[config.mk]
export PLATFORM = sky130hd
export DESIGN_NAME = restart_supervisor
export DESIGN_NICKNAME = d
export VERILOG_FILES = /design/src/rtl/supv_pkg.sv /design/src/rtl/supv_sync.sv /design/src/rtl/supv_skip_cnt.sv /design/src/rtl/restart_supervisor.sv
export SDC_FILE = /design/constraint.sdc
export NUM_CORES = 1
export LEC_CHECK = 0
export ABC_AREA = 1
export BUFFER_PORTS_ARGS = -buffer_cell sky130_fd_sc_hd__buf_2
export CORE_MARGIN = 2
export CORE_UTILIZATION = 50
export CTS_CLUSTER_DIAMETER = 40
export DETAILED_ROUTE_END_ITERATION = 8
export GPL_TIMING_DRIVEN = 1
export PLACE_DENSITY_LB_ADDON = 0.05
export SYNTH_ARGS = -nofsm -noshare
export SYNTH_HDL_FRONTEND = slang
export SYNTH_SLANG_ARGS = --single-unit
[constraint.sdc]
create_clock -name clk -period 3.9 [get_ports clk]
set_clock_uncertainty 0.05 [all_clocks]
set_input_delay 0.195 -clock clk [delete_from_list [all_inputs] [get_ports clk]]
set_output_delay 0.195 -clock clk [all_outputs]
set_load 0.1 [all_outputs]
[src/rtl/supv_pkg.sv]
package supv_pkg;
  typedef enum logic [1:0] {
    ST_START   = 2'd0,
    ST_RUN     = 2'd1,
    ST_RESTART = 2'd2,
    ST_LATCH   = 2'd3
  } supv_state_e;
endpackage

[src/rtl/supv_sync.sv]
// Two-flop synchronizer per bit plus a third flop for rising-edge detection.
module supv_sync #(
  parameter int N = 5
) (
  input  logic         clk,
  input  logic         rst,
  input  logic [N-1:0] async_in,
  output logic [N-1:0] lvl,
  output logic [N-1:0] rise
);
  for (genvar b = 0; b < N; b++) begin : g_bit
    logic q1, q2, q3;
    always_ff @(posedge clk) begin
      if (rst) begin
        q1 <= 1'b0;
        q2 <= 1'b0;
        q3 <= 1'b0;
      end else begin
        q1 <= async_in[b];
        q2 <= q1;
        q3 <= q2;
      end
    end
    assign lvl[b]  = q2;
    assign rise[b] = q2 & ~q3;
  end
endmodule

[src/rtl/supv_skip_cnt.sv]
// Counts upper-threshold arrivals during restart; flags the last one.
module supv_skip_cnt #(
  parameter int CYCLES = 8,
  localparam int W = (CYCLES > 1) ? $clog2(CYCLES) : 1
) (
  input  logic clk,
  input  logic rst,
  input  logic clr,
  input  logic step,
  output logic last
);
  logic [W-1:0] cnt;

  always_ff @(posedge clk) begin
    if (rst || clr) cnt <= '0;
    else if (step)  cnt <= cnt + 1'b1;
  end

  assign last = (cnt == W'(CYCLES - 1));

  // the controller must never step past the final count
  a_r6_no_overrun: assert property (@(posedge clk) disable iff (rst)
    step |-> (cnt != W'(CYCLES - 1)));
endmodule

[src/rtl/restart_supervisor.sv]
module restart_supervisor
  import supv_pkg::*;
#(
  parameter int SKIP_CYCLES = 8
) (
  input  logic clk,
  input  logic rst,
  input  logic cap_above_hi,
  input  logic cap_below_lo,
  input  logic cap_below_por,
  input  logic ovp_trig,
  input  logic over_temp,
  output logic charge_en,
  output logic pwm_en
);
  localparam int NIN   = 5;
  localparam int B_HI  = 0;
  localparam int B_LO  = 1;
  localparam int B_POR = 2;
  localparam int B_OVP = 3;
  localparam int B_OTP = 4;

  logic [NIN-1:0] s_lvl, s_rise;
  logic hi_rise, lo_rise, por_lvl, fault_lvl, last, step;
  supv_state_e st, st_n;
  logic chg_n, pwm_n;

  supv_sync #(.N(NIN)) i_sync (
    .clk(clk), .rst(rst),
    .async_in({over_temp, ovp_trig, cap_below_por, cap_below_lo, cap_above_hi}),
    .lvl(s_lvl), .rise(s_rise)
  );

  assign hi_rise   = s_rise[B_HI];
  assign lo_rise   = s_rise[B_LO];
  assign por_lvl   = s_lvl[B_POR];
  assign fault_lvl = s_lvl[B_OVP] | s_lvl[B_OTP];

  assign step = (st == ST_RESTART) && !por_lvl && !fault_lvl && hi_rise && !last;

  supv_skip_cnt #(.CYCLES(SKIP_CYCLES)) i_cnt (
    .clk(clk), .rst(rst),
    .clr(st != ST_RESTART),
    .step(step),
    .last(last)
  );

  always_comb begin
    st_n  = st;
    chg_n = charge_en;
    pwm_n = pwm_en;
    if (por_lvl) begin
      st_n  = ST_START;
      chg_n = 1'b1;
      pwm_n = 1'b0;
    end else if (fault_lvl) begin
      st_n  = ST_LATCH;
      pwm_n = 1'b0;
      if (lo_rise)      chg_n = 1'b1;
      else if (hi_rise) chg_n = 1'b0;
    end else begin
      case (st)
        ST_START: begin
          if (hi_rise) begin
            st_n  = ST_RUN;
            chg_n = 1'b0;
            pwm_n = 1'b1;
          end
        end
        ST_RUN: begin
          if (lo_rise) begin
            st_n  = ST_RESTART;
            chg_n = 1'b1;
            pwm_n = 1'b0;
          end
        end
        ST_RESTART: begin
          if (hi_rise) begin
            chg_n = 1'b0;
            if (last) begin
              st_n  = ST_RUN;
              pwm_n = 1'b1;
            end
          end else if (lo_rise) begin
            chg_n = 1'b1;
          end
        end
        default: begin
          pwm_n = 1'b0;
          if (lo_rise)      chg_n = 1'b1;
          else if (hi_rise) chg_n = 1'b0;
        end
      endcase
    end
  end

  always_ff @(posedge clk) begin
    if (rst) begin
      st        <= ST_START;
      charge_en <= 1'b1;
      pwm_en    <= 1'b0;
    end else begin
      st        <= st_n;
      charge_en <= chg_n;
      pwm_en    <= pwm_n;
    end
  end

  // charging and switching are never enabled together
  a_r3_exclusive: assert property (@(posedge clk) disable iff (rst)
    !(charge_en && pwm_en));

  // switching only begins in response to an upper-threshold arrival
  a_r6_pwm_needs_hi: assert property (@(posedge clk) disable iff (rst)
    $rose(pwm_en) |-> $past(hi_rise));

  // power-up reset forces the power-up output defaults
  a_r9_por_defaults: assert property (@(posedge clk) disable iff (rst)
    por_lvl |=> (charge_en && !pwm_en && st == ST_START));

  // the latch is left only through power-up reset
  a_r8_latch_holds: assert property (@(posedge clk) disable iff (rst)
    (st == ST_LATCH && !por_lvl) |=> (st == ST_LATCH && !pwm_en));

  // a fault without power-up reset always turns switching off
  a_r10_fault_off: assert property (@(posedge clk) disable iff (rst)
    (fault_lvl && !por_lvl) |=> !pwm_en);
endmodule

Word-level counts from Yosys, hierarchy flattened
Index checks and enable logic that the tools add are counted.
{"block": "op_classes", "add_sub_neg": 1, "n_eq_ne": 12, "muxes": 17, "n_bitwise": 5, "reduce_logical": 14}
{"op": "$ne 3x3->1 const B", "n": 4}
{"op": "$mux 2", "n": 5}
{"op": "$ne 2x2->1 const B", "n": 5}
{"op": "$mux 1", "n": 9}
{"op": "$pmux 1 s3", "n": 2}
{"op": "$pmux 2 s3", "n": 1}
{"op": "$reduce_and 5->1", "n": 1}
{"op": "$logic_and 1x1->1", "n": 4}
{"op": "$reduce_and 4->1", "n": 1}
{"op": "$reduce_bool 4->1", "n": 1}
{"op": "$add 3x1->3 const B", "n": 1}
{"op": "$eq 3x3->1 const B", "n": 1}
{"op": "$logic_not 1->1", "n": 3}
{"op": "$reduce_or 3->1", "n": 1}
{"op": "$and 1x1->1", "n": 2}
{"op": "$eq 2x1->1 const B", "n": 1}
{"op": "$eq 2x2->1 const B", "n": 1}
{"op": "$logic_not 2->1", "n": 1}
{"op": "$not 1->1", "n": 2}
{"op": "$reduce_or 2->1", "n": 1}
{"op": "$logic_or 1x1->1", "n": 1}
{"op": "$or 1x1->1", "n": 1}
{"block": "word_totals", "ff_bits": 19, "input_bits": 7, "elab_cells": 65}

Longest topological paths before layout
Gate-level depths: netlist of run 1.
{"block": "depth", "depth_word": 6, "mapped_depth": 9, "depth_no_buf": 9}

Modules after synthesis
A second synthesis of run 1 with hierarchy kept.
{"block": "hier_totals", "hier_cells": 123, "area_unflattened_um2": 893.4}
{"mod": "supv_sync", "n_inst": 1, "cells_per_inst": 56, "area_each_um2": 480.5}
{"mod": "restart_supervisor", "n_inst": 1, "cells_per_inst": 44, "area_each_um2": 257.7}
{"mod": "supv_skip_cnt", "n_inst": 1, "cells_per_inst": 23, "area_each_um2": 155.1}

Worst setup path after synthesis of run 1
Ideal clock, no wire load.
{"block": "synth_timing", "path_type": "register to register", "startpoint": "register i_cnt.cnt[0]", "endpoint": "register i_cnt.cnt[1]", "setup_ns": 0.113, "t_arrival_ns": 1.146, "slack_ns": 2.591, "stages_incl_launch_ff": 9, "cell_sequence": "dfxtp_1 ha_1 ha_1 inv_1 nand2_1 nor2_4 nand2_2 o21ai_1 nor2_1"}
{"block": "synth_via", "elab_chain_cells": 3, "word_cells_on_any_way": 4, "classes_between": "add/sub (1); eq/ne (1); reduce/logical (2)"}
{"item": "start: declaration", "line": "supv_skip_cnt.sv:12", "text": "logic [W-1:0] cnt;"}
{"item": "start signal: assignment", "line": "supv_skip_cnt.sv:16", "text": "else if (step) cnt <= cnt + 1'b1;"}
{"item": "branches (longest 3 deep; another with $add 3x1->3)"}
Parallel ways; which one is timed is not known.
A chain may end at the register's enable or synchronous reset.

Worst setup path in the final report of run 1
Ends and elaborated chain as after synthesis.

==> results of run 1 <==
[worst min-delay path by stage]
stage / startpoint / endpoint / slack (ns) / cells after the start
final: cap_below_lo / i_sync.g_bit[1].q1 / 0.05 / 3
after global routing: cap_above_hi / i_sync.g_bit[0].q1 / 0.03 / 3
after CTS: cap_above_hi / i_sync.g_bit[0].q1 / 0.04 / 3
after detailed placement: i_sync.g_bit[3].q1 / i_sync.g_bit[3].q2 / 0.34 / 2
after global placement: i_sync.g_bit[2].q1 / i_sync.g_bit[2].q2 / 0.34 / 2
after floorplan: rst / i_sync.g_bit[3].q1 / 0.22 / 1
[power groups by stage]
stage          combinational, mW  sequential (mW)  clock [mW]
4_1_cts                   0.0559            0.210      0.0999
3_3_place_gp              0.0550            0.214           0
2_1_floorplan             0.0393            0.219           0
5_1_grt                   0.0634            0.211       0.107
6_report                  0.0550            0.210      0.0952
3_5_place_dp              0.0556            0.214           0
[layer usage]
| metal | global-route usage, % | part of all wire [%] | up-vias |
|---|---|---|---|
| met2 | 22.4 | 45 | 7 |
| li1 | - | - | 318 |
| met3 | 2.50 | 3.0 | 2 |
| met4 | 7.27 | 1.2 | 0 |
| met5 | 0 | 0 | - |
| met1 | 18.5 | 51 | 240 |
[final cells by class]
class / count / area share [%]
clock buffers: 4 / 3.03
inverters: 23 / 10.1
multi-input cells: 58 / 36.2
flip-flops and latches: 19 / 43.8
well taps: 16 / 2.31
repair buffers: 8 / 4.61
[cell usage in the layout (no fill, tap or decap), drive strengths merged]
cell,count
inv,22
a21o,1
o211ai,1
dfxtp,19
a21oi,3
o21ai,3
a21boi,2
clkbuf,4
nand3b,1
ha,2
buf,8
nor2,25
clkinv,1
nand3,3
nand2,17
[synthesized netlist by cell type]
| master | n |
|---|---|
| nand3_2 | 1 |
| a21oi_1 | 2 |
| nand3b_1 | 1 |
| nor2_2 | 1 |
| nand2_1 | 13 |
| inv_2 | 3 |
| a21oi_2 | 1 |
| o21ai_0 | 1 |
| o211ai_2 | 1 |
| inv_1 | 19 |
| nor2_1 | 21 |
| dfxtp_1 | 19 |
| nand2_2 | 4 |
| a21o_1 | 1 |
| nor2_4 | 3 |
| ha_1 | 2 |
| clkbuf_1 | 1 |
| clkinv_2 | 1 |
| a21boi_1 | 2 |
| o21ai_1 | 2 |
| nand3_1 | 2 |
[sequential cells by signal, indices dropped and copies added, names as in the netlist]
| signal | flops |
|---|---|
| i_cnt.cnt | 3 |
| pwm_en | 1 |
| i_sync.g_bit.q2 | 5 |
| charge_en | 1 |
| i_sync.g_bit.q3 | 2 |
| st | 2 |
| i_sync.g_bit.q1 | 5 |
[worst reg2reg max path, stage by stage, from the launching register on]
cell	delay, ns
dfxtp_1	0.34
ha_1	0.20
ha_1	0.23
inv_1	0.06
nand2_1	0.07
nor2_4	0.10
nand2_2	0.09
o21ai_1	0.12
nor2_1	0.05
[cell families after synthesis]
logic type               count (synthesis)  share of synthesized area (%)
AND/OR/NAND/NOR                         46                           28.0
buffers and inverters                   24                           11.6
flip-flops                              19                           48.4
AO/OA/AOI/OAI                           10                           8.76
adder cells (fa/ha/maj)                  2                           3.18
[stage by stage]
step	cells	worst slack (ns)	power, mW	hold WS, ns
6_report	128	2.50	0.360	0.0490
5_1_grt	128	2.36	0.381	0.0311
3_3_place_gp	124	2.55	0.269	0.339
4_1_cts	128	2.48	0.366	0.0399
2_1_floorplan	101	2.59	0.259	0.216
3_5_place_dp	124	2.51	0.270	0.343
==> impl_metrics.toml, run 1 <==
[detailed_routing]
detailedRoute.firstPassIterationCount = 3
drc = 0
finalWirelength_um = 1100
wl_per_cell_um = 8.56
final_antenna_net_count = 0
num_vias = 567
detailedRoute.firstIterationViolations = 7
vias_per_cell = 4.43

[power]
combinationalPowerShare_pct = 15.3
share_seq_of_total_power_pct = 58.3
cellLeakagePower_nw = 0.430
power.switching_mw = 0.0979
cellPowerDensity_nw_per_um2 = 414
internal-power_mw = 0.262
sw_frac_of_total_pct = 27.2
p_clk_share_pct = 26.4
irDropWorstVdd_v = 0.000269

[synth]
postSynthCellCount = 101
synth_seq_cells = 19
number_of_unique_standard_cell_types_used_by_synthesis = 21
synth_area_per_cell_um2 = 7.78
synth_top_area_share_pct = 48.4
yosysSeqAreaShare_pct = 48.4
synthDominantAreaCellType = "dfxtp_1"
yosys_warnings = 0
syn_nets = 110
synthTopCellsByArea = "dfxtp_1 48%, nor2_1 10%, inv_1 9.1%"
mapped_cell_area_um2 = 786

[sta]
hold_viol = 0
post-route-min-period_ns = 1.40
drv_slew = 0
setup-violations-final = 0
worst_slew_pin_slew_ns = 0.482
rsz0062_at_grt = "no"
timing.final.crit_share_pct = 36.0
relSlewSlack_pct = 68.1
achievable_clock_frequency_mhz = 712
tns_ns = 0

[floorplan]
die_width_um = 43.6
die-area_um2 = 1900
placeableCoreArea_um2 = 1490
die_h_um = 43.6
start_util_pct = 52.8
row_count = 14
floorplan.io_pins = 9

[cells_and_area]
layout-area-overhead-vs-synth_pct = 10.5
multi_input_gate_area_um2 = 314
seqCellArea_um2 = 380
final_layout_size_suffix_gt1_share_pct = 23.2
final_area_um2 = 868
number_of_diodes_added_for_antenna_fixing = 0
fillerInstances = 139
layout.nets = 122
postLayoutCoreUtil_pct = 58.3

[critical_path]
critPathKind = "reg2reg"
worst_r2r_startpoint = "i_cnt.cnt[0]"
critical-path-top-cell-by-count = "ha_1"
worstSetupStartpointType = "flop"
timing.critical_path.buf_inv = 1
setup.reg_to_reg.worst_slack_ns = 2.50
timing.critical_path.max_delay_family = "adder cells"
timing.critical_path.to = "i_cnt.cnt[1]"
critical_path_depth = 8
cp-startpoint = "i_cnt.cnt[0]"
timing.critical_path.arrival_ns = 1.54
critical_path.slowest_cell = "dfxtp_1"
worst-r2r-cell-count = 8
r2r-end = "i_cnt.cnt[1]"
setup.worst_path.end_class = "flop"
worst-path-max-fanout = 4
timing.critical_path.cells = "ha_1 -> ha_1 -> inv_1 -> nand2_1 -> nor2_4 -> nand2_2 -> o21ai_1 -> nor2_1"
worst_ep_required_time_ns = 4.04
timing.critical_path.slowest_cell_delay_ns = 0.34

[global_routing]
grt_first_pass_wirelength_um = 2010
antenna_found_initial = 0
grt_util_all_layers_pct = 14.2
grt_start_max_net_pins = 15
first_global_vias = 507
globalRoute.totalOverflow = 0

[clocking]
tritoncts_num_sinks = 19
root_buffer_cell = "clkbuf_4"
cts.clk_slew.worst_paths_ns = 0.10
cts-resized-gates = 0
clockBufferDepth = 2
cts_made_buffers = 3
cts_tree = "done"
clock_insertion_delay_worst_skew_ns = 0.29
cts_hold_repair.buffers = 0
post-cts-setup-buffers = 0
ctsHtreeMaxLevel = 1

[place]
portBuffers = 8
place_area_um2 = 842
hpwl_um = 866
finalWeightedCongestion = 0.808

[hold_path]
holdCritPathClass = "in2reg"

[run]
timing.max_cap.violations = 0

[outcome]
result_of_the_run = "finished, final reports clean"
Power figures use the tool's default switching activity.
==> run 2: changes to the inputs <==
--- a/config.mk
+++ b/config.mk
@@ -5,10 +5,10 @@
 export SDC_FILE = /design/constraint.sdc
 export NUM_CORES = 1
 export LEC_CHECK = 0
-export ABC_AREA = 1
+export ABC_AREA = 0
 export BUFFER_PORTS_ARGS = -buffer_cell sky130_fd_sc_hd__buf_2
 export CORE_MARGIN = 2
-export CORE_UTILIZATION = 50
+export CORE_UTILIZATION = 47
 export CTS_CLUSTER_DIAMETER = 40
 export DETAILED_ROUTE_END_ITERATION = 8
 export GPL_TIMING_DRIVEN = 1
==> constraint.sdc (replaced) <==
create_clock -name clk -period 1.2 [get_ports clk]
set_clock_uncertainty 0.05 [all_clocks]
set_input_delay 0.06 -clock clk [delete_from_list [all_inputs] [get_ports clk]]
set_output_delay 0.06 -clock clk [all_outputs]
set_load 0.1 [all_outputs]
==> impl_metrics.toml, run 2 <==
[outcome]
result_of_the_run = "complete, but fails checks"
violated_checks = "setup timing"

[global_routing]
antenna_found_initial = 0
grt_first_pass_wirelength_um = 2180
first_global_vias = 547
grt_util_all_layers_pct = 16.5
globalRoute.totalOverflow = 0
grt_start_max_net_pins = 13

[detailed_routing]
detailedRoute.firstIterationViolations = 0
drc = 0
wl_per_cell_um = 11.7
num_vias = 541
finalWirelength_um = 1310
vias_per_cell = 4.83
detailedRoute.firstPassIterationCount = 1
final_antenna_net_count = 0

[floorplan]
floorplan.io_pins = 9
placeableCoreArea_um2 = 1350
die_h_um = 42.6
die-area_um2 = 1820
die_width_um = 42.6
row_count = 13
start_util_pct = 51.9

[synth]
synthTopCellsByArea = "dfxtp_1 54%, nor2b_1 12%, mux2i_1 4.3%"
yosysSeqAreaShare_pct = 54.3
synth_mux_area_share_pct = 4.29
postSynth.asyncResetShare_pct = 0
synthDominantAreaCellType = "dfxtp_1"
synth_ff_type = "dfxtp_1"
netlist_top_cells_count = "19 x dfxtp_1, 13 x nor2b_1, 7 x nand2_1"
synth_seq_cells = 19
syn_nets = 77
synth_edf_count = 0
synth_compound_area_share_pct = 8.04
synth_top_family_by_area = "simple AND/OR/NAND/NOR gates"
yosys_warnings = 0
synth_top_area_share_pct = 54.3
yosys.area_share.simple_pct = 28.0
mapped_cell_area_um2 = 701
synth-adder-area-share_pct = 3.57
postSynthCellCount = 68
number_of_unique_standard_cell_types_used_by_synthesis = 21
yosysMostFrequentCell = "dfxtp_1"
synth_area_in_xor_xnor_pct = 0
synth_area_per_cell_um2 = 10.3

[sta]
relSlewSlack_pct = 68.1
setup-violations-final = 6
hold_viol = 0
final_critical_path_setup_slack_ns = -0.365
worst_slew_pin_slew_ns = 0.483
achievable_clock_frequency_mhz = 639
timing.final.crit_share_pct = 130
rsz0062_at_grt = "yes"
drv_slew = 0
tns_ns = -1.40
post-route-min-period_ns = 1.57

[clocking]
cts_tree = "done"
clockBufferDepth = 2
ctsHtreeMaxLevel = 1
cts.clk_slew.worst_paths_ns = 0.11
clock_insertion_delay_worst_skew_ns = 0.30
tritoncts_num_sinks = 19
cts_made_buffers = 3
root_buffer_cell = "clkbuf_4"

[cells_and_area]
layout.nets = 107
final_area_um2 = 1010
most-common-layout-cells = "13 x dfxtp_1, 12 x nor2b_1, 12 x buf_4"
postLayoutCoreUtil_pct = 74.5
number_of_diodes_added_for_antenna_fixing = 0
largest_registers = "i_sync.g_bit.q1 (5), i_sync.g_bit.q2 (5), i_cnt.cnt (3)"
layout-area-overhead-vs-synth_pct = 43.6
final_layout_size_suffix_gt1_share_pct = 40.2
mostFrequentLayoutCell = "dfxtp_1"
post_layout_nonfiller_instances = 112

[hold_path]
timing.hold.worst.start = "i_sync.g_bit[0].q1"
worst_hold_path.endpoint = "i_sync.g_bit[0].q2"
min_path_cells = 1
holdCritPathClass = "reg2reg"

[critical_path]
timing.critical_path.buf_inv = 0
setup.reg_to_reg.worst_slack_ns = -0.37
worst-path-max-fanout = 3
worstSetupStartpointType = "flop"
setup.worst_path.end_class = "flop"
timing.critical_path.max_delay_family = "simple AND/OR/NAND/NOR gates"
critical_path.slowest_cell = "or4_4"
worst_r2r_startpoint = "i_sync.g_bit[3].q2"
worst_ep_required_time_ns = 1.34
timing.critical_path.cells = "or3_4 -> or4_4 -> mux2i_1"
r2r-end = "i_cnt.cnt[1]"
critPathKind = "reg2reg"
worst-r2r-cell-count = 3
timing.critical_path.arrival_ns = 1.71
timing.critical_path.slowest_cell_delay_ns = 0.56

[power]
cellLeakagePower_nw = 0.436
cellPowerDensity_nw_per_um2 = 1170
total_power_mw = 1.18
irDropWorstVdd_v = 0.000864

[place]
hpwl_um = 867
place_area_um2 = 867
finalWeightedCongestion = 0.737
placedCellCount = 101
portBuffers = 8

[run]
timing.max_cap.violations = 0
run 2: worst max path at each step:
stage	from	endpoint	slack (ns)	depth (start not counted)
CTS	i_sync.g_bit[3].q2	i_cnt.cnt[1]	-0.37	3
global route	i_sync.g_bit[3].q2	i_cnt.cnt[1]	-0.39	3
finish	i_sync.g_bit[3].q2	i_cnt.cnt[1]	-0.37	3
floorplan	i_sync.g_bit[3].q2	i_cnt.cnt[0]	-0.39	4
detailed placement	i_sync.g_bit[3].q2	i_cnt.cnt[1]	-0.42	3
global placement	i_cnt.cnt[1]	i_cnt.cnt[2]	-0.40	5
run 2: logic make-up (layout without fill, tap and decap cells):
family / count (synthesis) / count (layout)
simple gates: 33 / 33
flops: 19 / 19
compound gates: 8 / 8
mux: 3 / 3
buf+inv: 3 / 32
fa+ha+maj: 2 / 2
run 2: power breakdown:
| group | leakage [nW] | internal [mW] | switching, mW |
|---|---|---|---|
| clock | 0.0139 | 0.127 | 0.201 |
| sequential | 0.158 | 0.659 | 0.0120 |
| combinational | 0.264 | 0.0972 | 0.0832 |
| total | 0.436 | 0.883 | 0.296 |
run 2: layout make-up:
class,instances,area [µm²]
Clock buffer,3,22.5
Tap cell,15,18.8
Fill cell,96,344
Clock inverter,1,7.51
Multi-Input combinational cell,46,362
Inverter,1,3.75
Sequential cell,19,388
Timing Repair Buffer,27,204
run 2: stage by stage:
step           setup WS [ns]  hold WS [ns]
6_report              -0.365         0.397
5_1_grt               -0.390         0.413
4_1_cts               -0.368         0.401
3_5_place_dp          -0.422         0.225
3_3_place_gp          -0.396         0.219
2_1_floorplan         -0.388        0.0816
run 2: repair_timing:
action | in CTS | in global routing
pin swaps | 0 | 2
hold endpoints to repair | 6 | 0
hold buffers | 6 | 0
resized for setup | 2 | 9
setup buffers | 0 | 1
endpoints found under the setup margin | 6 | 8
run 2: routing by layer:
metal / vias up / global-route usage (%) / part of all wire [%]
met5: - / 0 / 0
met4: 0 / 1.88 / 0
met3: 0 / 7.76 / 3.6
met2: 11 / 32.6 / 54
met1: 244 / 15.4 / 43
li1: 286 / - / -
==> run 3: changes to the inputs <==
--- a/config.mk
+++ b/config.mk
@@ -7,8 +7,12 @@
 export LEC_CHECK = 0
 export ABC_AREA = 0
 export BUFFER_PORTS_ARGS = -buffer_cell sky130_fd_sc_hd__buf_2
+export CELL_PAD_IN_SITES_DETAIL_PLACEMENT = 2
+export CELL_PAD_IN_SITES_GLOBAL_PLACEMENT = 2
+export CORE_ASPECT_RATIO = 0.75
 export CORE_MARGIN = 2
-export CORE_UTILIZATION = 47
+export CORE_UTILIZATION = 30
+export CTS_BUF_LIST = sky130_fd_sc_hd__clkbuf_16
 export CTS_CLUSTER_DIAMETER = 40
 export DETAILED_ROUTE_END_ITERATION = 8
 export GPL_TIMING_DRIVEN = 1
==> impl_metrics.toml, run 3 (synthesis gave the netlist of run 2 again) <==
[outcome]
result_of_the_run = "complete, but fails checks"
violated_checks = "setup timing"

[power]
sw_frac_of_total_pct = 22.5
total_power_mw = 1.55
cellPowerDensity_nw_per_um2 = 1420
internal-power_mw = 1.20
cellLeakagePower_nw = 0.467
power.switching_mw = 0.349
irDropWorstVdd_v = 0.000934
p_clk_share_pct = 44.7
combinationalPowerShare_pct = 12.0
share_seq_of_total_power_pct = 43.3

[critical_path]
timing.critical_path.buf_inv = 0
setup.worst_path.end_class = "flop"
timing.critical_path.arrival_ns = 1.65
critPathKind = "reg2reg"
timing.critical_path.cells = "or3_4 -> or4_4 -> mux2i_1"
timing.critical_path.slowest_cell_delay_ns = 0.56
worstSetupStartpointType = "flop"
worst-path-max-fanout = 3
worst_ep_required_time_ns = 1.29
critical_path.slowest_cell = "or4_4"
timing.critical_path.max_delay_family = "simple AND/OR/NAND/NOR gates"

[floorplan]
placeableCoreArea_um2 = 2250
die_h_um = 45.9
start_util_pct = 31.1
row_count = 15
die-area_um2 = 2740
die_width_um = 59.8
floorplan.io_pins = 9

[clocking]
ctsHtreeMaxLevel = 1
cts_made_buffers = 3
clockBufferDepth = 2
clock_insertion_delay_worst_skew_ns = 0.25
tritoncts_num_sinks = 19
root_buffer_cell = "clkbuf_16"
cts.clk_slew.worst_paths_ns = 0.06
cts_tree = "done"

[detailed_routing]
drc = 0
wl_per_cell_um = 13.9
detailedRoute.firstIterationViolations = 10
final_antenna_net_count = 0
num_vias = 578
detailedRoute.firstPassIterationCount = 2
finalWirelength_um = 1690
vias_per_cell = 4.74

[global_routing]
grt_first_pass_wirelength_um = 2860
grt_util_all_layers_pct = 14.8
grt_start_max_net_pins = 13
globalRoute.totalOverflow = 0
antenna_found_initial = 0
first_global_vias = 621

[hold_path]
holdCritPathClass = "in2reg"

[place]
finalWeightedCongestion = 0.716
portBuffers = 8
hpwl_um = 1180
place_worst_setup_slack_ns = -0.426

[cells_and_area]
layout-area-overhead-vs-synth_pct = 56.1
layout.nets = 107
number_of_diodes_added_for_antenna_fixing = 0
largest_registers = "i_sync.g_bit.q1 (5), i_sync.g_bit.q2 (5), i_cnt.cnt (3)"
most-common-layout-cells = "13 x dfxtp_1, 13 x buf_4, 12 x nor2b_1"
final_layout_size_suffix_gt1_share_pct = 46.4

[sta]
setup-violations-final = 6
drv_slew = 0
rsz0062_at_grt = "yes"
final_critical_path_setup_slack_ns = -0.365
relSlewSlack_pct = 68.0
worst_slew_pin_slew_ns = 0.483
tns_ns = -1.30
post-route-min-period_ns = 1.57
hold_viol = 0
achievable_clock_frequency_mhz = 639
timing.final.crit_share_pct = 130

[run]
timing.max_cap.violations = 0
-- run 3: path summary, 6_finish.rpt --
| kind | from | endpoint | slack [ns] | cells past startpoint |
|---|---|---|---|---|
| max reg2reg | st[0] | i_cnt.cnt[1] | -0.37 | 3 |
| min reg2reg | i_sync.g_bit[4].q1 | i_sync.g_bit[4].q2 | 0.39 | 1 |
| min | rst | st[1] | 0.004 | 2 |
| max | st[0] | i_cnt.cnt[1] | -0.37 | 3 |
-- run 3: area by class of cell --
| class | count | area [µm²] |
|---|---|---|
| Multi-Input combinational cell | 46 | 387 |
| Clock inverter | 1 | 7.51 |
| Inverter | 1 | 6.26 |
| Fill cell | 240 | 1160 |
| Sequential cell | 19 | 388 |
| Clock buffer | 3 | 75.1 |
| Tap cell | 25 | 31.3 |
| Timing Repair Buffer | 27 | 199 |
-- run 3: power by group through the flow --
stage               Clock [mW]  Combinational (mW)  Sequential [mW]
detailed placement           0               0.152            0.685
floorplan                    0              0.0565            0.713
finish                   0.694               0.186            0.671
global placement             0               0.148            0.684
global route             0.744               0.203            0.675
CTS                      0.720               0.177            0.672
-- run 3: timing repair --
action                                  CTS  global route
gates resized for setup                  14             3
setup buffers                             2             0
hold endpoints to repair                  5             0
hold buffers                              5             0
endpoints found under the setup margin    7             7
pin swaps                                 4             1
-- run 3: stage by stage --
step                cell area (µm²)  instances  util [%]  hold WS (ns)
floorplan                       727         68         -        0.0816
finish                         1090        122      48.6       0.00432
global route                   1090        122      48.6       0.00936
detailed placement              880        111      39.1         0.229
CTS                            1080        122      47.8       0.00963
global placement                880        111      39.1         0.216
-- run 3: worst register-to-register path: cells and delay by family (launching register included) --
| family | cells | cell delay [ns] |
|---|---|---|
| AND/OR/NAND/NOR | 2 | 0.94 |
| multiplexers | 1 | 0.14 |
| flip-flops | 1 | 0.31 |
-- run 3: metal layers --
layer	global-route usage [%]	wire [µm]	vias up
met1	17.9	785	279
met4	2.67	0	0
met3	5.97	51	0
met5	0	0	-
li1	-	-	289
met2	25.2	853	10
